[config.mk]
export PLATFORM = sky130hd
export DESIGN_NAME = mbox_writer
export DESIGN_NICKNAME = d
export VERILOG_FILES = /design/src/rtl/mbw_pkg.sv /design/src/rtl/mbw_decode.sv /design/src/rtl/mbw_merge.sv /design/src/rtl/mbw_seq.sv /design/src/rtl/mbox_writer.sv
export SDC_FILE = /design/constraint.sdc
export NUM_CORES = 1
export LEC_CHECK = 0
export ABC_AREA = 1
export BUFFER_PORTS_ARGS = -buffer_cell sky130_fd_sc_hd__buf_2
export CAP_MARGIN = 20
export CORE_MARGIN = 2
export CORE_UTILIZATION = 38
export CTS_CLUSTER_DIAMETER = 50
export DETAILED_ROUTE_END_ITERATION = 10
export PLACE_DENSITY = 0.82
export SETUP_SLACK_MARGIN = 0.1
export SLEW_MARGIN = 10
export SYNTH_ARGS = -nofsm -noshare
export SYNTH_HDL_FRONTEND = slang
export SYNTH_SLANG_ARGS = --single-unit
[constraint.sdc]
create_clock -name clk -period 1.5 [get_ports clk]
set_input_delay 0.075 -clock clk [delete_from_list [all_inputs] [get_ports clk]]
set_output_delay 0.075 -clock clk [all_outputs]
set_load 0.02 [all_outputs]
[src/rtl/mbw_pkg.sv]
package mbw_pkg;
    localparam int WORD_W   = 32;
    localparam int NBYTES   = WORD_W / 8;
    localparam int CMD_W    = 64;
    localparam int ID_LSB   = 16;
    localparam int ID_W     = 10;
    localparam int KEEP_LSB = 27;
    localparam int DATA_LSB = 32;
    localparam int SLOT_OFS = 32'h20;

    typedef enum logic [1:0] {
        ST_IDLE  = 2'd0,
        ST_READ  = 2'd1,
        ST_WRITE = 2'd2,
        ST_DONE  = 2'd3
    } mbw_state_e;
endpackage

[src/rtl/mbw_decode.sv]
module mbw_decode
    import mbw_pkg::*;
#(
    parameter int          NUM_CORES = 4,
    parameter int          ADDR_W    = 16,
    parameter logic [15:0] MBOX_BASE = 16'h1000,
    localparam int         IDX_W     = (NUM_CORES > 1) ? $clog2(NUM_CORES) : 1
) (
    input  logic [CMD_W-1:0]  cmd_word,
    input  logic              cmd_any,
    output logic              core_ok,
    output logic [IDX_W-1:0]  core_idx,
    output logic [ADDR_W-1:0] addr,
    output logic [WORD_W-1:0] wdata,
    output logic [NBYTES-1:0] keep
);
    logic [ID_W-1:0] id_field;
    logic [15:0]     mail_addr;
    logic [15:0]     any_addr;

    always_comb begin
        id_field  = cmd_word[ID_LSB +: ID_W];
        core_ok   = (32'(id_field) < 32'(NUM_CORES));
        core_idx  = id_field[IDX_W-1:0];
        keep      = cmd_word[KEEP_LSB +: NBYTES];
        wdata     = cmd_word[DATA_LSB +: WORD_W];
        mail_addr = MBOX_BASE + 16'(SLOT_OFS) + {11'd0, cmd_word[4:2], 2'b00};
        any_addr  = {cmd_word[15:2], 2'b00};
        addr      = cmd_any ? ADDR_W'(any_addr) : ADDR_W'(mail_addr);
    end
endmodule

[src/rtl/mbw_merge.sv]
module mbw_merge
    import mbw_pkg::*;
(
    input  logic [WORD_W-1:0] old_word,
    input  logic [WORD_W-1:0] new_word,
    input  logic [NBYTES-1:0] keep,
    output logic [WORD_W-1:0] merged
);
    for (genvar b = 0; b < NBYTES; b++) begin : g_byte
        assign merged[8*b +: 8] = keep[b] ? old_word[8*b +: 8] : new_word[8*b +: 8];
    end
endmodule

[src/rtl/mbw_seq.sv]
module mbw_seq
    import mbw_pkg::*;
#(
    parameter int ADDR_W = 16,
    parameter int IDX_W  = 2
) (
    input  logic              clk,
    input  logic              rst_n,
    input  logic              start,
    input  logic              reject,
    input  logic [IDX_W-1:0]  job_core,
    input  logic [ADDR_W-1:0] job_addr,
    input  logic [WORD_W-1:0] job_data,
    input  logic [NBYTES-1:0] job_keep,
    input  logic              bus_ack,
    input  logic [WORD_W-1:0] merged,
    output logic              idle,
    output logic              done,
    output logic              err,
    output logic              bus_req,
    output logic              bus_we,
    output logic [IDX_W-1:0]  bus_core,
    output logic [ADDR_W-1:0] bus_addr,
    output logic [WORD_W-1:0] bus_wdata,
    output logic [NBYTES-1:0] keep_held
);
    typedef struct packed {
        mbw_state_e        st;
        logic [IDX_W-1:0]  core;
        logic [ADDR_W-1:0] addr;
        logic [WORD_W-1:0] data;
        logic [NBYTES-1:0] keep;
        logic              done;
        logic              err;
    } seq_t;

    seq_t s_d, s_q;

    always_comb begin
        s_d      = s_q;
        s_d.done = 1'b0;
        s_d.err  = 1'b0;
        unique case (s_q.st)
            ST_IDLE: begin
                if (reject) begin
                    s_d.err = 1'b1;
                end else if (start) begin
                    s_d.core = job_core;
                    s_d.addr = job_addr;
                    s_d.data = job_data;
                    s_d.keep = job_keep;
                    s_d.st   = (job_keep != '0) ? ST_READ : ST_WRITE;
                end
            end
            ST_READ: begin
                if (bus_ack) begin
                    s_d.data = merged;
                    s_d.st   = ST_WRITE;
                end
            end
            ST_WRITE: begin
                if (bus_ack) begin
                    s_d.done = 1'b1;
                    s_d.st   = ST_DONE;
                end
            end
            ST_DONE: begin
                s_d.st = ST_IDLE;
            end
            default: s_d.st = ST_IDLE;
        endcase
    end

    always_ff @(posedge clk) begin
        if (!rst_n) begin
            s_q <= '0;
        end else begin
            s_q <= s_d;
        end
    end

    assign idle      = (s_q.st == ST_IDLE);
    assign done      = s_q.done;
    assign err       = s_q.err;
    assign bus_req   = (s_q.st == ST_READ) || (s_q.st == ST_WRITE);
    assign bus_we    = (s_q.st == ST_WRITE);
    assign bus_core  = s_q.core;
    assign bus_addr  = s_q.addr;
    assign bus_wdata = s_q.data;
    assign keep_held = s_q.keep;


    read_needs_keep_chk: assert property (@(posedge clk) disable iff (!rst_n)
        (bus_req && !bus_we) |-> (keep_held != '0));


    read_then_write_chk: assert property (@(posedge clk) disable iff (!rst_n)
        (bus_req && !bus_we && bus_ack) |=> (bus_req && bus_we && $stable(bus_addr) && $stable(bus_core)));


    done_after_write_chk: assert property (@(posedge clk) disable iff (!rst_n)
        $rose(done) |-> $past(bus_req && bus_we && bus_ack));
endmodule

[src/rtl/mbox_writer.sv]
module mbox_writer
    import mbw_pkg::*;
#(
    parameter int          NUM_CORES = 4,
    parameter int          ADDR_W    = 16,
    parameter logic [15:0] MBOX_BASE = 16'h1000,
    localparam int         IDX_W     = (NUM_CORES > 1) ? $clog2(NUM_CORES) : 1
) (
    input  logic              clk,
    input  logic              rst_n,
    input  logic              cmd_valid,
    output logic              cmd_ready,
    input  logic              cmd_wide,
    input  logic              cmd_any,
    input  logic [63:0]       cmd_word,
    output logic              done_o,
    output logic              dec_err_o,
    output logic              bus_req,
    output logic              bus_we,
    output logic [IDX_W-1:0]  bus_core,
    output logic [ADDR_W-1:0] bus_addr,
    output logic [31:0]       bus_wdata,
    input  logic [31:0]       bus_rdata,
    input  logic              bus_ack
);
    logic              core_ok;
    logic [IDX_W-1:0]  dec_core;
    logic [ADDR_W-1:0] dec_addr;
    logic [WORD_W-1:0] dec_data;
    logic [NBYTES-1:0] dec_keep;
    logic [NBYTES-1:0] keep_held;
    logic [WORD_W-1:0] merged;
    logic              accept;
    logic              idle;

    mbw_decode #(
        .NUM_CORES(NUM_CORES),
        .ADDR_W   (ADDR_W),
        .MBOX_BASE(MBOX_BASE)
    ) u_decode (
        .cmd_word(cmd_word),
        .cmd_any (cmd_any),
        .core_ok (core_ok),
        .core_idx(dec_core),
        .addr    (dec_addr),
        .wdata   (dec_data),
        .keep    (dec_keep)
    );

    mbw_merge u_merge (
        .old_word(bus_rdata),
        .new_word(bus_wdata),
        .keep    (keep_held),
        .merged  (merged)
    );

    assign accept = cmd_valid && idle && cmd_wide;

    mbw_seq #(
        .ADDR_W(ADDR_W),
        .IDX_W (IDX_W)
    ) u_seq (
        .clk      (clk),
        .rst_n    (rst_n),
        .start    (accept && core_ok),
        .reject   (accept && !core_ok),
        .job_core (dec_core),
        .job_addr (dec_addr),
        .job_data (dec_data),
        .job_keep (dec_keep),
        .bus_ack  (bus_ack),
        .merged   (merged),
        .idle     (idle),
        .done     (done_o),
        .err      (dec_err_o),
        .bus_req  (bus_req),
        .bus_we   (bus_we),
        .bus_core (bus_core),
        .bus_addr (bus_addr),
        .bus_wdata(bus_wdata),
        .keep_held(keep_held)
    );

    assign cmd_ready = idle;


    req_hold_chk: assert property (@(posedge clk) disable iff (!rst_n)
        (bus_req && !bus_ack) |=> (bus_req && $stable(bus_we) && $stable(bus_addr)
                                   && $stable(bus_core) && $stable(bus_wdata)));


    busy_blocks_chk: assert property (@(posedge clk) disable iff (!rst_n)
        bus_req |-> !cmd_ready);


    err_no_access_chk: assert property (@(posedge clk) disable iff (!rst_n)
        dec_err_o |-> (cmd_ready && !bus_req && !done_o));


    done_release_chk: assert property (@(posedge clk) disable iff (!rst_n)
        done_o |=> (cmd_ready && !done_o));


    narrow_ignored_chk: assert property (@(posedge clk) disable iff (!rst_n)
        (cmd_valid && cmd_ready && !cmd_wide) |=> (cmd_ready && !dec_err_o && !bus_req));
endmodule

Word-level counts from Yosys, hierarchy flattened
Cells that the tools add are included.
W data, S select, Z words.
Operators by class
  add/sub/neg operators: 1
  magnitude comparators: 1
  eq/ne operators: 11
  muxes and demuxes: 15
  bitwise operators: 1
  reduce and logical (&&, ||, !) cells: 17
Operators with widths (count)
  $mux W56: 2
  $pmux W32 S2: 1
  $mux W32: 1
  $mux W8: 4
  $reduce_and A5 Y1: 4
  $mux W16: 1
  $add A13 B5 Y14 const A: 1
  $ne A2 B1 Y1 const B: 6
  $lt A10 B3 Y1 const B: 1
  $pmux W2 S4: 1
  $mux W2: 3
  $eq A2 B2 Y1 const B: 2
  $logic_and A1 B1 Y1: 4
  $ne A2 B2 Y1 const B: 2
  $reduce_and A2 Y1: 2
  $reduce_and A4 Y1: 1
  $reduce_bool A4 Y1: 1
  $reduce_and A3 Y1: 1
  $eq A2 B1 Y1 const B: 1
  $logic_not A2 Y1: 1
  $mux W1: 2
  $reduce_bool A2 Y1: 1
  $logic_not A1 Y1: 1
  $logic_or A1 B1 Y1: 1
  $not A1 Y1: 1
Word-level totals
  bits in registers: 58
  input bits: 102
  word-level logic and storage cells: 56

Logic depth before layout (Yosys ltp)
  word-level depth: 7
  mapped depth: 10
  gate-level depth less buffers: 9

By module
A second synthesis with hierarchy kept.
Unflattened totals
  cells, all modules: 680
  area, all modules: 4062.6 sq um
By module, submodules not included
  mbw_seq: instances 1, cells each 498, area an instance 3179.3 sq um, seq. area each 1161.1 sq um
  mbw_decode: instances 1, cells each 74, area an instance 446.7 sq um, seq. area each 0.0 sq um
  mbw_merge: instances 1, cells each 104, area an instance 420.4 sq um, seq. area each 0.0 sq um
  mbox_writer: instances 1, cells each 4, area an instance 16.3 sq um, seq. area each 0.0 sq um

Worst setup path after synthesis
OpenSTA, ideal clock, no wires.
  kind: reg2reg
  from: register u_seq.s_q[56] in the netlist's numbering
  to: register u_seq.s_q, in the netlist u_seq.bus_wdata[0]
  data arrival time: 1.607 ns
  slack: -0.220 ns
  cell stages (with the launch flop): 10
  path through: dfxtp_1 inv_1 ha_1 and3_2 nand2_4 nand2_4 nand3_4 buf_6 nor2_1 nor2_1
On the way
  longest elaborated chain between the ends: 6
  elaborated cells on any way between the ends: 13
  classes of those cells: eq/ne (5); mux (1); reduce/logical (7)
RTL lines
  start, declared: RTL line mbw_seq.sv:37  | seq_t s_d, s_q;
  start signal, assigned: RTL line mbw_seq.sv:76  | s_q <= '0;
  start signal, assigned: RTL line mbw_seq.sv:78  | s_q <= s_d;
  $logic_not A2 Y1 (*): RTL line mbw_seq.sv:82  | assign idle = (s_q.st == ST_IDLE);
  net cmd_ready: RTL line mbox_writer.sv:12  | output logic cmd_ready,
  $logic_and A1 B1 Y1 (2 in a row): RTL line mbox_writer.sv:57  | assign accept = cmd_valid && idle && cmd_wide;
  $logic_and A1 B1 Y1 (on tied branches): RTL line mbox_writer.sv:65, mbox_writer.sv:66
  $ne A2 B1 Y1 (no line) / $ne A2 B2 Y1 (equally long branches)
  $reduce_and A5 Y1 (no line)
Mark *: on every way through the listed nets, which the timed path passes. The rest lies on a longest branch.
A chain may end at the register's enable or synchronous reset.

Worst setup path after layout
  from: register u_seq.s_q[56] in the netlist's numbering
  to: register u_seq.s_q, in the netlist u_seq.bus_wdata[10]
On the way
  longest elaborated chain between the ends: 6
  elaborated cells on any way between the ends: 13
  classes of those cells: eq/ne (5); mux (1); reduce/logical (7)
RTL lines (RTL line)
  $logic_not A2 Y1: mbw_seq.sv:43, mbw_seq.sv:82
  $logic_and A1 B1 Y1 (2 in a row): mbox_writer.sv:57
  $logic_and A1 B1 Y1 (on tied branches): mbox_writer.sv:65, mbox_writer.sv:66
  $ne A2 B1 Y1 (no line) / $ne A2 B2 Y1 (equally long branches)
  $reduce_and A5 Y1 (no line)
Several ways; a longest one is shown, not always the timed one.

==> impl_metrics.yaml <==
run_status:
  outcome: "finished with violations"
  violations: "hold timing, setup timing"
cells_and_area:
  finalNetCount: 731
  syn_to_final_growth_pct: 33.6
  drive_above_1_share: 0.373
  final_area_um2: 4320
  diodes: 0
  layout_common_cells: "buf_2, nand2_1, nor2_1, dfxtp_1, inv_1"
  final_common_cell: "buf_2"
sta:
  post-route-period-util: 1.00
  finalClockSkew_ns: 0.0126
  whs_ns: -0.0000418
  finalSetupViolCount: 2
  rsz0062_at_grt: "yes"
  final-hold-violation-count: 1
  period_needed_ns: 1.50
  fmax_mhz: 665
  maxSlewViolCount: 0
  setup_slack_ns: -0.00266
clock_network:
  cts_root_buf: "clkbuf_8"
  clkSinkCount: 56
  insertion_delay_ns: 0.32
  cts_tree: "built"
  clk_pin_slew_ns: 0.11
  cts_buffers: 5
  htree_levels: 2
  clock_path_buffers: 2
run:
  maxCapViolations: 0
floorplan:
  initial_utilization: 0.393
  die-area_um2: 9260
  rows: 33
  core-area_um2: 8220
  die_h_um: 96.2
  die_x_um: 96.2
  io_pins: 157
grt:
  grt_max_degree: 22
  grt_pass1_wl_um: 13700
  grt_util_all_layers: 0.189
  antenna_found_initial: 0
  grt_overflow: 0
  grt_pass1_vias: 3213
yosys:
  netlist_area_um2: 3230
  yosysTopAreaCellShare: 0.347
  synth_compound_area_frac: 0.0899
  ys_ff_latch: 56
  synth-adder-area-share: 0.0116
  syn_avg_cell_area_um2: 6.44
  synthDistinctLibCells: 23
  synthSimpleGateAreaFrac: 0.343
  synthCells: 502
  synth_top_family_by_area: "simple AND/OR/NAND/NOR gates"
  synth_area_leaders: "dfxtp_1, nand2_1, buf_4"
  synth_xor_area_frac: 0
  yosys-mux-area-fraction: 0
  synth_seq_area_share: 0.347
  yosysTopAreaCell: "dfxtp_1"
  yosys_warnings: 0
power_and_ir_drop:
  p_switching_uw: 2210
  intPower_uw: 2930
  peakVddDrop_v: 0.000494
  switching_share: 0.430
  cellLeakagePower_uw: 0.00229
  power_density_nw_per_um2: 1190
  power_frac_seq: 0.347
  p_clk_frac: 0.172
  pwr-share-comb: 0.481
worst_hold_path:
  hp-class: "in2reg"
worst_setup_path:
  startpoint_type: "flip-flop"
  required_ns: 1.77
  worstPathMaxFanout: 13
  crit_arrival_ns: 1.77
  worst_setup_path_end_kind: "flip-flop"
  critPathKind: "reg2reg"
route:
  wl_met3_um: 550
  routed_via_density: 4.52
  drtIter0Drc: 103
  drc: 0
  drtAntennaViolNets: 0
  vias: 3312
  first_pass_iters: 4
  highest_layer: "met4"
  routed_wl_um: 8820
  wl_met1_um: 3560
  route.met2.wl_um: 4580
  wl_per_cell_um: 12.1
place:
  post-place-ws_ns: -0.157
  port_buffers: 150
  place.gp.congestion: 0.719
  dpl.hpwl_um: 5990
  dpl_cell_area_um2: 3800
-- worst paths after layout --
kind                startpoint                   to  slack, ns  cells after the start
max              u_seq.s_q[56]  u_seq.bus_wdata[10]     -0.003                      8
min                cmd_word[9]    u_seq.bus_addr[9]   -0.00004                      3
max reg2reg      u_seq.s_q[56]  u_seq.bus_wdata[10]     -0.003                      8
min reg2reg  u_seq.bus_addr[6]    u_seq.bus_addr[6]       0.47                      2
-- repair_timing --
action,4_1_cts,5_1_grt
gates resized for setup,53,26
cloned,7,0
setup buffers,4,0
hold buffers,10,2
hold endpoints to repair,10,2
endpoints found under the setup margin,55,55
pin swaps,9,4
-- synthesized netlist by cell type --
master    number
a21oi_1       12
buf_2          4
nand2_1      153
nor3_1         2
buf_1          1
buf_4         51
nand2_2        4
o21ai_1        1
ha_1           3
o21ai_0       45
nand3_1       10
nor3b_1        1
nand3_4        4
clkinv_1       1
nand2_4        2
buf_6          4
and3_2         1
clkbuf_1      15
nor2_4         1
dfxtp_1       56
nor2_1        88
conb_1         1
inv_1         42
-- critical path, stage by stage, from the launching register on --
cell	delay [ns]
dfxtp_4	0.38
inv_4	0.06
ha_4	0.12
and3_4	0.26
nand2_8	0.11
buf_8	0.17
o21ai_1	0.17
nor2_2	0.07
nor2_1	0.09
-- layout make-up --
type,count,area (um2)
fill,807,3900
multi-input combinational,336,1710
sequential,56,1130
timing repair buffer,184,1080
inverter,43,170
tap,105,131
clock buffer,5,68.8
clock inverter,3,25.0
-- per-layer routing --
layer / track usage / vias up
met1: 0.199 / 1461
met4: 0.0690 / 0
li1: - / 1742
met2: 0.360 / 97
met5: 0 / -
met3: 0.0454 / 12
-- registers in the layout (all words and copies together) (netlist names) --
register         flops
u_seq.keep_held      4
u_seq.bus_wdata     32
u_seq.s_q            2
u_seq.bus_core       2
u_seq.done           1
u_seq.bus_addr      14
u_seq.err            1
-- power groups by stage --
stage,Combinational [uW],Sequential (uW),Clock (uW)
after floorplan,1790,1800,0
after global placement,2020,1800,0
after detailed placement,2070,1810,0
after CTS,2440,1790,920
after global routing,2790,1800,970
final,2470,1790,884
-- stage by stage --
stage                     std cells  utilization  hold slack (ns)  total power, uW   TNS, ns
after floorplan                 503            -            0.198             3580         0
after global placement          701        0.462            0.302             3820    -0.266
after detailed placement        701        0.462            0.309             3880     -2.95
after CTS                       730        0.517         0.000450             5150         0
after global routing            732        0.525          0.00266             5570     -2.66
final                           732        0.525       -0.0000418             5140  -0.00317
-- logic make-up after synthesis --
kind of cell | count (synthesis)
AOI/OAI and AO/OA | 58
and+or+nand+nor | 266
buffers and inverters | 118
other | 1
DFF | 56
adders and majority gates | 3
No activity file was read; power rests on OpenSTA's default activity.
